==> src/rtl/sram_ctl_pkg.sv <==
package sram_ctl_pkg;

  typedef enum logic [2:0] {
    ST_IDLE,
    ST_RD,
    ST_WR_SU,
    ST_WR_PW,
    ST_WR_REC
  } st_e;

  // Round a nanosecond minimum up to whole clock cycles, never below one.
  function automatic int ns2cyc(input int t_ns, input int clk_ns);
    int c;
    c = (t_ns + clk_ns - 1) / clk_ns;
    return (c < 1) ? 1 : c;
  endfunction

  function automatic int imax(input int a, input int b);
    return (a > b) ? a : b;
  endfunction

  // Strobe width: pulse minimum and data setup; with output enable low the
  // memory's driver turn-off time is added ahead of data setup.
  function automatic int strobe_cyc(input int t_wp, input int t_dw, input int t_whz,
                                    input int clk_ns, input int oe_low);
    int need;
    need = imax(t_wp, t_dw);
    if (oe_low != 0) need = imax(need, t_whz + t_dw);
    return ns2cyc(need, clk_ns);
  endfunction

endpackage

==> src/rtl/sram_ctl_timer.sv <==
module sram_ctl_timer #(
  parameter int W = 3
) (
  input  logic         clk,
  input  logic         rst_n,
  input  logic         restart,
  output logic [W-1:0] count
);
  // Cycles spent in the current phase; saturates instead of wrapping.
  always_ff @(posedge clk or negedge rst_n) begin
    if (!rst_n)               count <= '0;
    else if (restart)         count <= '0;
    else if (count != '1)     count <= count + 1'b1;
  end
endmodule

==> src/rtl/sram_ctl_dq.sv <==
module sram_ctl_dq #(
  parameter int DW = 8
) (
  input  logic          clk,
  input  logic          rst_n,
  input  logic          load_wr,
  input  logic          drive_next,
  input  logic [DW-1:0] wdata,
  input  logic          capture,
  input  logic [DW-1:0] dq_in,
  output logic [DW-1:0] dq_out,
  output logic          dq_oe,
  output logic [DW-1:0] rdata,
  output logic          rvalid
);
  always_ff @(posedge clk or negedge rst_n) begin
    if (!rst_n) begin
      dq_out <= '0;
      dq_oe  <= 1'b0;
      rdata  <= '0;
      rvalid <= 1'b0;
    end else begin
      dq_oe  <= drive_next;
      rvalid <= capture;
      if (load_wr) dq_out <= wdata;
      if (capture) rdata  <= dq_in;
    end
  end

  // bus released in the cycle after the write phase ends
  a_r8_release: assert property (@(posedge clk) disable iff (!rst_n)
    $fell(drive_next) |=> !dq_oe);
endmodule

==> src/rtl/sram_ctl.sv <==
module sram_ctl
  import sram_ctl_pkg::*;
#(
  parameter int AW           = 15,
  parameter int DW           = 8,
  parameter int CLK_NS       = 10,
  parameter int T_RC_NS      = 15,
  parameter int T_AA_NS      = 15,
  parameter int T_WC_NS      = 15,
  parameter int T_WP_NS      = 10,
  parameter int T_DW_NS      = 7,
  parameter int T_WHZ_NS     = 7,
  parameter int OE_LOW_WRITE = 0
) (
  input  logic          clk,
  input  logic          rst_n,
  input  logic          req_valid,
  input  logic          req_write,
  input  logic [AW-1:0] req_addr,
  input  logic [DW-1:0] req_wdata,
  output logic          req_ready,
  output logic          rsp_valid,
  output logic [DW-1:0] rsp_rdata,
  output logic          sram_cs_n,
  output logic          sram_we_n,
  output logic          sram_oe_n,
  output logic [AW-1:0] sram_addr,
  output logic [DW-1:0] sram_dq_out,
  output logic          sram_dq_oe,
  input  logic [DW-1:0] sram_dq_in
);
  localparam int AA_CYC  = ns2cyc(T_AA_NS, CLK_NS);
  localparam int RC_CYC  = ns2cyc(T_RC_NS, CLK_NS);
  localparam int WC_CYC  = ns2cyc(T_WC_NS, CLK_NS);
  localparam int WP_CYC  = strobe_cyc(T_WP_NS, T_DW_NS, T_WHZ_NS, CLK_NS, OE_LOW_WRITE);
  localparam int RD_CYC  = imax(AA_CYC, RC_CYC);
  localparam int WR_CYC  = imax(WC_CYC, 1 + WP_CYC);
  localparam int REC_CYC = WR_CYC - 1 - WP_CYC;
  localparam int CNT_W   = $clog2(imax(RD_CYC, WR_CYC) + 1);

  st_e              st_q, st_d;
  logic [CNT_W-1:0] ph_cnt;

  // Named internal events
  logic accept, rd_cap_ev, rd_end_ev, pw_end_ev, rec_end_ev, wr_end_ev;
  assign accept     = (st_q == ST_IDLE) && req_valid && !req_ready;
  assign rd_cap_ev  = (st_q == ST_RD) && (ph_cnt == CNT_W'(AA_CYC - 1));
  assign rd_end_ev  = (st_q == ST_RD) && (ph_cnt == CNT_W'(RD_CYC - 1));
  assign pw_end_ev  = (st_q == ST_WR_PW) && (ph_cnt == CNT_W'(WP_CYC - 1));
  assign rec_end_ev = (st_q == ST_WR_REC) && (REC_CYC > 0) &&
                      (ph_cnt == CNT_W'(REC_CYC - 1));
  assign wr_end_ev  = (pw_end_ev && (REC_CYC == 0)) || rec_end_ev;

  always_comb begin
    st_d = st_q;
    unique case (st_q)
      ST_IDLE:   if (accept) st_d = req_write ? ST_WR_SU : ST_RD;
      ST_RD:     if (rd_end_ev) st_d = ST_IDLE;
      ST_WR_SU:  st_d = ST_WR_PW;
      ST_WR_PW:  if (pw_end_ev) st_d = (REC_CYC > 0) ? ST_WR_REC : ST_IDLE;
      ST_WR_REC: if (rec_end_ev) st_d = ST_IDLE;
      default:   st_d = ST_IDLE;
    endcase
  end

  logic oe_next;
  assign oe_next = (st_d == ST_RD) ||
                   ((OE_LOW_WRITE != 0) &&
                    (st_d == ST_WR_SU || st_d == ST_WR_PW || st_d == ST_WR_REC));

  // Memory strobes are registered decodes of the next state: no glitches.
  always_ff @(posedge clk or negedge rst_n) begin
    if (!rst_n) begin
      st_q      <= ST_IDLE;
      sram_cs_n <= 1'b1;
      sram_we_n <= 1'b1;
      sram_oe_n <= 1'b1;
      sram_addr <= '0;
      req_ready <= 1'b0;
    end else begin
      st_q      <= st_d;
      sram_cs_n <= (st_d == ST_IDLE);
      sram_we_n <= (st_d != ST_WR_PW);
      sram_oe_n <= !oe_next;
      if (accept) sram_addr <= req_addr;
      req_ready <= rd_end_ev || wr_end_ev;
    end
  end

  sram_ctl_timer #(.W(CNT_W)) u_timer (
    .clk     (clk),
    .rst_n   (rst_n),
    .restart (st_d != st_q),
    .count   (ph_cnt)
  );

  sram_ctl_dq #(.DW(DW)) u_dq (
    .clk        (clk),
    .rst_n      (rst_n),
    .load_wr    (accept),
    .drive_next (st_d == ST_WR_PW),
    .wdata      (req_wdata),
    .capture    (rd_cap_ev),
    .dq_in      (sram_dq_in),
    .dq_out     (sram_dq_out),
    .dq_oe      (sram_dq_oe),
    .rdata      (rsp_rdata),
    .rvalid     (rsp_valid)
  );

  // Checker-side run length of the write strobe
  logic [CNT_W-1:0] we_lo_run;
  always_ff @(posedge clk or negedge rst_n) begin
    if (!rst_n)         we_lo_run <= '0;
    else if (sram_we_n) we_lo_run <= '0;
    else                we_lo_run <= we_lo_run + 1'b1;
  end

  a_r1_idle_standby: assert property (@(posedge clk) disable iff (!rst_n)
    (st_q == ST_IDLE) |-> (sram_cs_n && sram_we_n && sram_oe_n && !sram_dq_oe));
  a_r8_drive_in_strobe: assert property (@(posedge clk) disable iff (!rst_n)
    sram_dq_oe |-> (!sram_we_n && !sram_cs_n));
  a_r8_no_contention: assert property (@(posedge clk) disable iff (!rst_n)
    (!sram_cs_n && !sram_oe_n && sram_we_n) |-> !sram_dq_oe);
  a_r9_addr_frozen: assert property (@(posedge clk) disable iff (!rst_n)
    (!sram_cs_n && $past(!sram_cs_n)) |-> $stable(sram_addr));
  a_r6_r7_strobe_width: assert property (@(posedge clk) disable iff (!rst_n)
    $rose(sram_we_n) |-> (we_lo_run == CNT_W'(WP_CYC)));
  a_r5_r7_oe_in_write: assert property (@(posedge clk) disable iff (!rst_n)
    !sram_we_n |-> (sram_oe_n == (OE_LOW_WRITE == 0)));
  a_r10_ack_pulse: assert property (@(posedge clk) disable iff (!rst_n)
    req_ready |=> !req_ready);
  a_r10_ack_in_standby: assert property (@(posedge clk) disable iff (!rst_n)
    req_ready |-> sram_cs_n);
  a_r3_rsp_pulse: assert property (@(posedge clk) disable iff (!rst_n)
    rsp_valid |=> !rsp_valid);
endmodule

==> config.mk <==
export PLATFORM = sky130hd
export DESIGN_NAME = sram_ctl
export DESIGN_NICKNAME = d
export VERILOG_FILES = /design/src/rtl/sram_ctl_pkg.sv /design/src/rtl/sram_ctl_timer.sv /design/src/rtl/sram_ctl_dq.sv /design/src/rtl/sram_ctl.sv
export SDC_FILE = /design/constraint.sdc
export NUM_CORES = 1
export LEC_CHECK = 0
export ABC_AREA = 1
export CAP_MARGIN = 20
export CORE_MARGIN = 10
export CORE_UTILIZATION = 40
export DETAILED_ROUTE_END_ITERATION = 6
export PLACE_DENSITY = 0.75
export SLEW_MARGIN = 20
export SYNTH_ARGS = -nofsm -noshare
export SYNTH_HDL_FRONTEND = slang
export SYNTH_SLANG_ARGS = --single-unit
==> constraint.sdc <==
create_clock -name clk -period 2 [get_ports clk]
set_clock_uncertainty 0.15 [all_clocks]
set_input_delay 0.3 -clock clk [delete_from_list [all_inputs] [get_ports clk]]
set_output_delay 0.3 -clock clk [all_outputs]
set_load 0.02 [all_outputs]
# Word level (Yosys, flattened, before mapping)
# Cells that the tools add are included.
# word_totals
regBits,42
output_inout_bits,37
# classes
n_mux,7
reduce_logical,11
add_sub_neg,1
n_eq_ne,10
# ops
op,count
$pmux W3 S5,1
$eq A3 B2 Y1 const B,3
$mux W3,3
$eq A3 B1 Y1 const B,2
$logic_not A3 Y1,2
$mux W2,3
$logic_and A1 B1 Y1,4
$eq A3 B3 Y1 const B,1
$ne A3 B2 Y1 const B,1
$ne A3 B3 Y1,1
$add A2 B1 Y2 const B,1
$eq A2 B1 Y1 const B,1
$logic_not A1 Y1,2
$logic_not A2 Y1,1
$ne A2 B2 Y1 const B,1
$reduce_bool A2 Y1,1
$logic_or A1 B1 Y1,1

# Longest topological paths before layout
# depth
word_depth,7
mapped_depth,9
ltp_nobuf,9

# Hierarchy
# Synthesis repeated with hierarchy kept, for this count alone.
# unflattened
hier_cells,187
area_unflattened_um2,1706.6
# by_module_without_submodules
mod,cells_per_inst,seq_area_each_um2,n_inst,area_each_um2
sram_ctl,105,554.3,1,944.7
sram_ctl_dq,70,450.4,1,660.6
sram_ctl_timer,12,50.0,1,101.3

# Worst setup path before layout
# No wires, ideal clock.
# synth_path
kind,register to register
from,register req_ready
to,register sram_addr[10]
arrival_ns,1.217
slack_ns,0.507
required_time_ns,1.725
setup_ns,0.125
stages_incl_launch_ff,5
n_path_buf,1
period_less_slack_ns,1.493
cell_sequence,dfrtp_1 -> nor2_2 -> nand3_4 -> buf_6 -> mux2_4
# synth_via
elab_chain_cells,2
# synth_lines
element,line_no,rtl
from (decl),sram_ctl.sv:21,"output logic req_ready,"
from (signal assigned),sram_ctl.sv:86,req_ready <= rd_end_ev || wr_end_ev;
$logic_not A1 Y1,sram_ctl.sv:46,assign accept = (st_q == ST_IDLE) && req_valid && !req_ready;
$logic_and A1 B1 Y1,sram_ctl.sv:46,
to (signal assigned),sram_ctl.sv:85,if (accept) sram_addr <= req_addr;
to (decl),sram_ctl.sv:27,"output logic [AW-1:0] sram_addr,"
# Every way passes these cells.
# A chain may end at the register's enable or synchronous reset.

# Final worst setup path
# layout_path
from,register sram_oe_n
to,output sram_oe_n
# layout_rtl
element,line_no,rtl
from (decl),sram_ctl.sv:26,"output logic sram_oe_n,"
from (signal assigned),sram_ctl.sv:84,sram_oe_n <= !oe_next;
# No word-level cell between the ends.

==> run summary <==
outcome -> complete, no violations
mapped cell area -> 1750 um2
GP Congestion -> 0.832
vias in the first global route -> 1267
total CTS buffers -> 5
CTS tree -> built
Starting Density -> 40.8%
FF+latch count, synth -> 42
Max Fclk -> 538 MHz
WP buf/inv -> 1
WL/cell -> 16.2 um
GRT Total Usage -> 11.7%
die area -> 7430 um2
Max FO, Critical Path -> 1
Post-DP Area -> 2530 um2
Power, Total -> 4.39 mW
first-pass GRT wire length -> 6760 um
drt via density -> 4.64
family with the most delay on the worst path -> buffers and inverters
1st-pass router iterations -> 2
Placed Cells -> 254
Worst Max-Slew Pin Slew -> 532 ps
Min-Delay Path Class -> reg -> reg
RSZ-0062 raised after global routing -> no
Root Buffer -> clkbuf_8
CP required -> 1550 ps
die height -> 86.2 um
CP max-delay cell -> clkdlybuf4s50_1
clk slew on worst S/H paths -> 70 ps
Final Hold Violating Endpoints -> 0
drt first-iter violations -> 47
CTS sink cnt -> 42
CP arrival -> 1410 ps
Area growth syn-to-layout -> 49.2%
Worst slew margin -> 64.6%
Cell Rows -> 24
final core utilization -> 60.9%
Max stage delay on crit path -> 600 ps
final max-slew violation count -> 0
boundary pin count -> 72
P per Cell Area -> 1680 nW/um2
final WL -> 4250 um
sequential fraction of the synthesis area -> 60.2%
total nets after synthesis -> 169
Routed Antenna Nets -> 0
Via Count -> 1216
Finished Layout Cells -> 262
Crit. End Element -> primary output
average size of a mapped cell -> 13.4 um2
I/O Buffers -> 71
Post-route DRC -> 0
grt ovf -> 0
Syn. warnings -> 0
Max IR drop VDD -> 0.540 mV
startpoint types -> flop
total core area -> 4290 um2
Die X -> 86.2 um
period utilization -> 92.9%
Leakage -> 1.23 nW
unique cell type count in the Yosys netlist -> 21
Final Worst Setup Slack -> 142 ps
crit-path cells -> clkdlybuf4s50_1
Post-Place Setup Slack -> 159 ps
Mapped Cells -> 131
Net count, final -> 248
ratio of cells with drive above 1 in the final layout -> 20.5%
Worst-Skew Late Latency -> 290 ps
critical path class -> reg -> out
H-tree Lvls -> 2
Final TNS setup -> 0 ps
maxcap violations -> 0
# diodes -> 0
setup violators final -> 0
initial antenna violation count -> 0
pin count of the biggest net entering global routing -> 43
Tmin final -> 1860 ps
# resized after CTS -> 0
hold_ws -> 323 ps
Layout Cell Area excl Fill -> 2620 um2
clk buf depth -> 2
Post-DP HPWL -> 3290 um
==> report_power, final <==
group	switching, mW	total [mW]	internal, mW	leakage [nW]
registers	0.247	1.53	1.28	0.505
clock network	0.258	0.498	0.240	0.0383
logic	1.10	2.36	1.26	0.689
total	1.61	4.39	2.78	1.23
==> cells in the mapped netlist (all sizes together) <==
cell type	number	area (um2)
nand3	7	57.6
nor2	7	43.8
inv	11	41.3
dfrtp	39	976
xor2	1	8.76
buf	2	22.5
nand4	3	18.8
ha	3	37.5
mux2i	1	10.0
mux2	23	334
o21ai	1	5.00
nand2	27	101
dfstp	3	78.8
nor3	2	10.0
o31ai	1	7.51
==> sequential cells by signal, indices dropped and copies added, names as in the netlist <==
signal	flops
sram_oe_n	1
st_q	3
u_dq.rvalid	1
u_dq.dq_out	8
u_dq.rdata	8
req_ready	1
sram_cs_n	1
sram_addr	15
u_dq.dq_oe	1
u_timer.count	2
sram_we_n	1
==> final cells by class <==
type | count | area [um2]
inverters | 11 | 41.3
multi-input cells | 76 | 634
well taps | 52 | 65.1
fillers | 341 | 1680
flip-flops and latches | 42 | 1050
repair buffers | 74 | 743
clock buffers | 7 | 76.3
==> logic make-up (layout without fill, tap and decap cells) <==
group,Yosys count,after routing,share of synthesized area (%)
simple gates,46,46,13.2
flops,42,42,60.2
mux,24,24,19.6
buf+inv,13,92,3.64
fa+ha+maj,3,3,2.14
compound gates,2,2,0.714
xor+xnor,1,1,0.500
==> worst reg2reg max path, stage by stage, from the launching register on <==
cell and delay (ps):
dfrtp_1 410, inv_1 60, ha_1 190, nand2_1 90
nand3_2 130, inv_2 100, o21ai_0 80, inv_1 60
nand3_1 100, nor2_1 100
==> cells in the final DEF (no fill, tap or decap) <==
master | Yosys | routed
buf_12 | 0 | 1
buf_2 | 0 | 1
buf_4 | 0 | 1
clkbuf_1 | 0 | 2
clkbuf_8 | 0 | 5
clkdlybuf4s50_1 | 0 | 70
dfrtp_1 | 39 | 39
dfstp_2 | 3 | 3
dlygate4sd3_1 | 0 | 1
ha_1 | 3 | 3
inv_1 | 8 | 8
inv_2 | 3 | 3
mux2_2 | 3 | 3
mux2_4 | 20 | 20
mux2i_1 | 1 | 1
nand2_1 | 27 | 27
nand3_1 | 4 | 4
nand3_2 | 2 | 2
nand3_4 | 1 | 1
nand4_1 | 3 | 3
nor2_1 | 4 | 4
nor2_2 | 1 | 1
nor2_4 | 2 | 2
nor3_1 | 2 | 2
o21ai_0 | 1 | 1
o31ai_1 | 1 | 1
xor2_1 | 1 | 1
==> final timing paths <==
kind                                               from                            to  slack, ps  cells after the start
min in group asynchronous                         rst_n    u_dq.dq_out[4]$_DFFE_PN0N_        450                      3
hold reg to reg               u_dq.rdata[3]$_DFFE_PN0P_     u_dq.rdata[3]$_DFFE_PN0P_        320                      2
setup / recovery                    sram_oe_n$_DFF_PN1_                     sram_oe_n        140                      1
max in group asynchronous                         rst_n           sram_oe_n$_DFF_PN1_        860                      3
setup reg to reg           u_timer.count[0]$_DFFE_PN0P_  u_timer.count[1]$_DFFE_PN0P_        470                      9
hold / removal                u_dq.rdata[3]$_DFFE_PN0P_     u_dq.rdata[3]$_DFFE_PN0P_        320                      2
==> layer usage <==
layer,GRT usage [%],part of all wire [%],routed length [um]
met1,15.1,46,1970
met2,16.4,42,1770
met3,5.53,10,444
met4,4.86,1.7,71
met5,0,0,0
==> repair_timing <==
item / 4_1_cts / 5_1_grt
hold endpoints to repair: 39 / 0
hold buffers: 1 / 0
setup buffers: 0 / 0
Note: power is estimated with default switching activity, not from simulation.
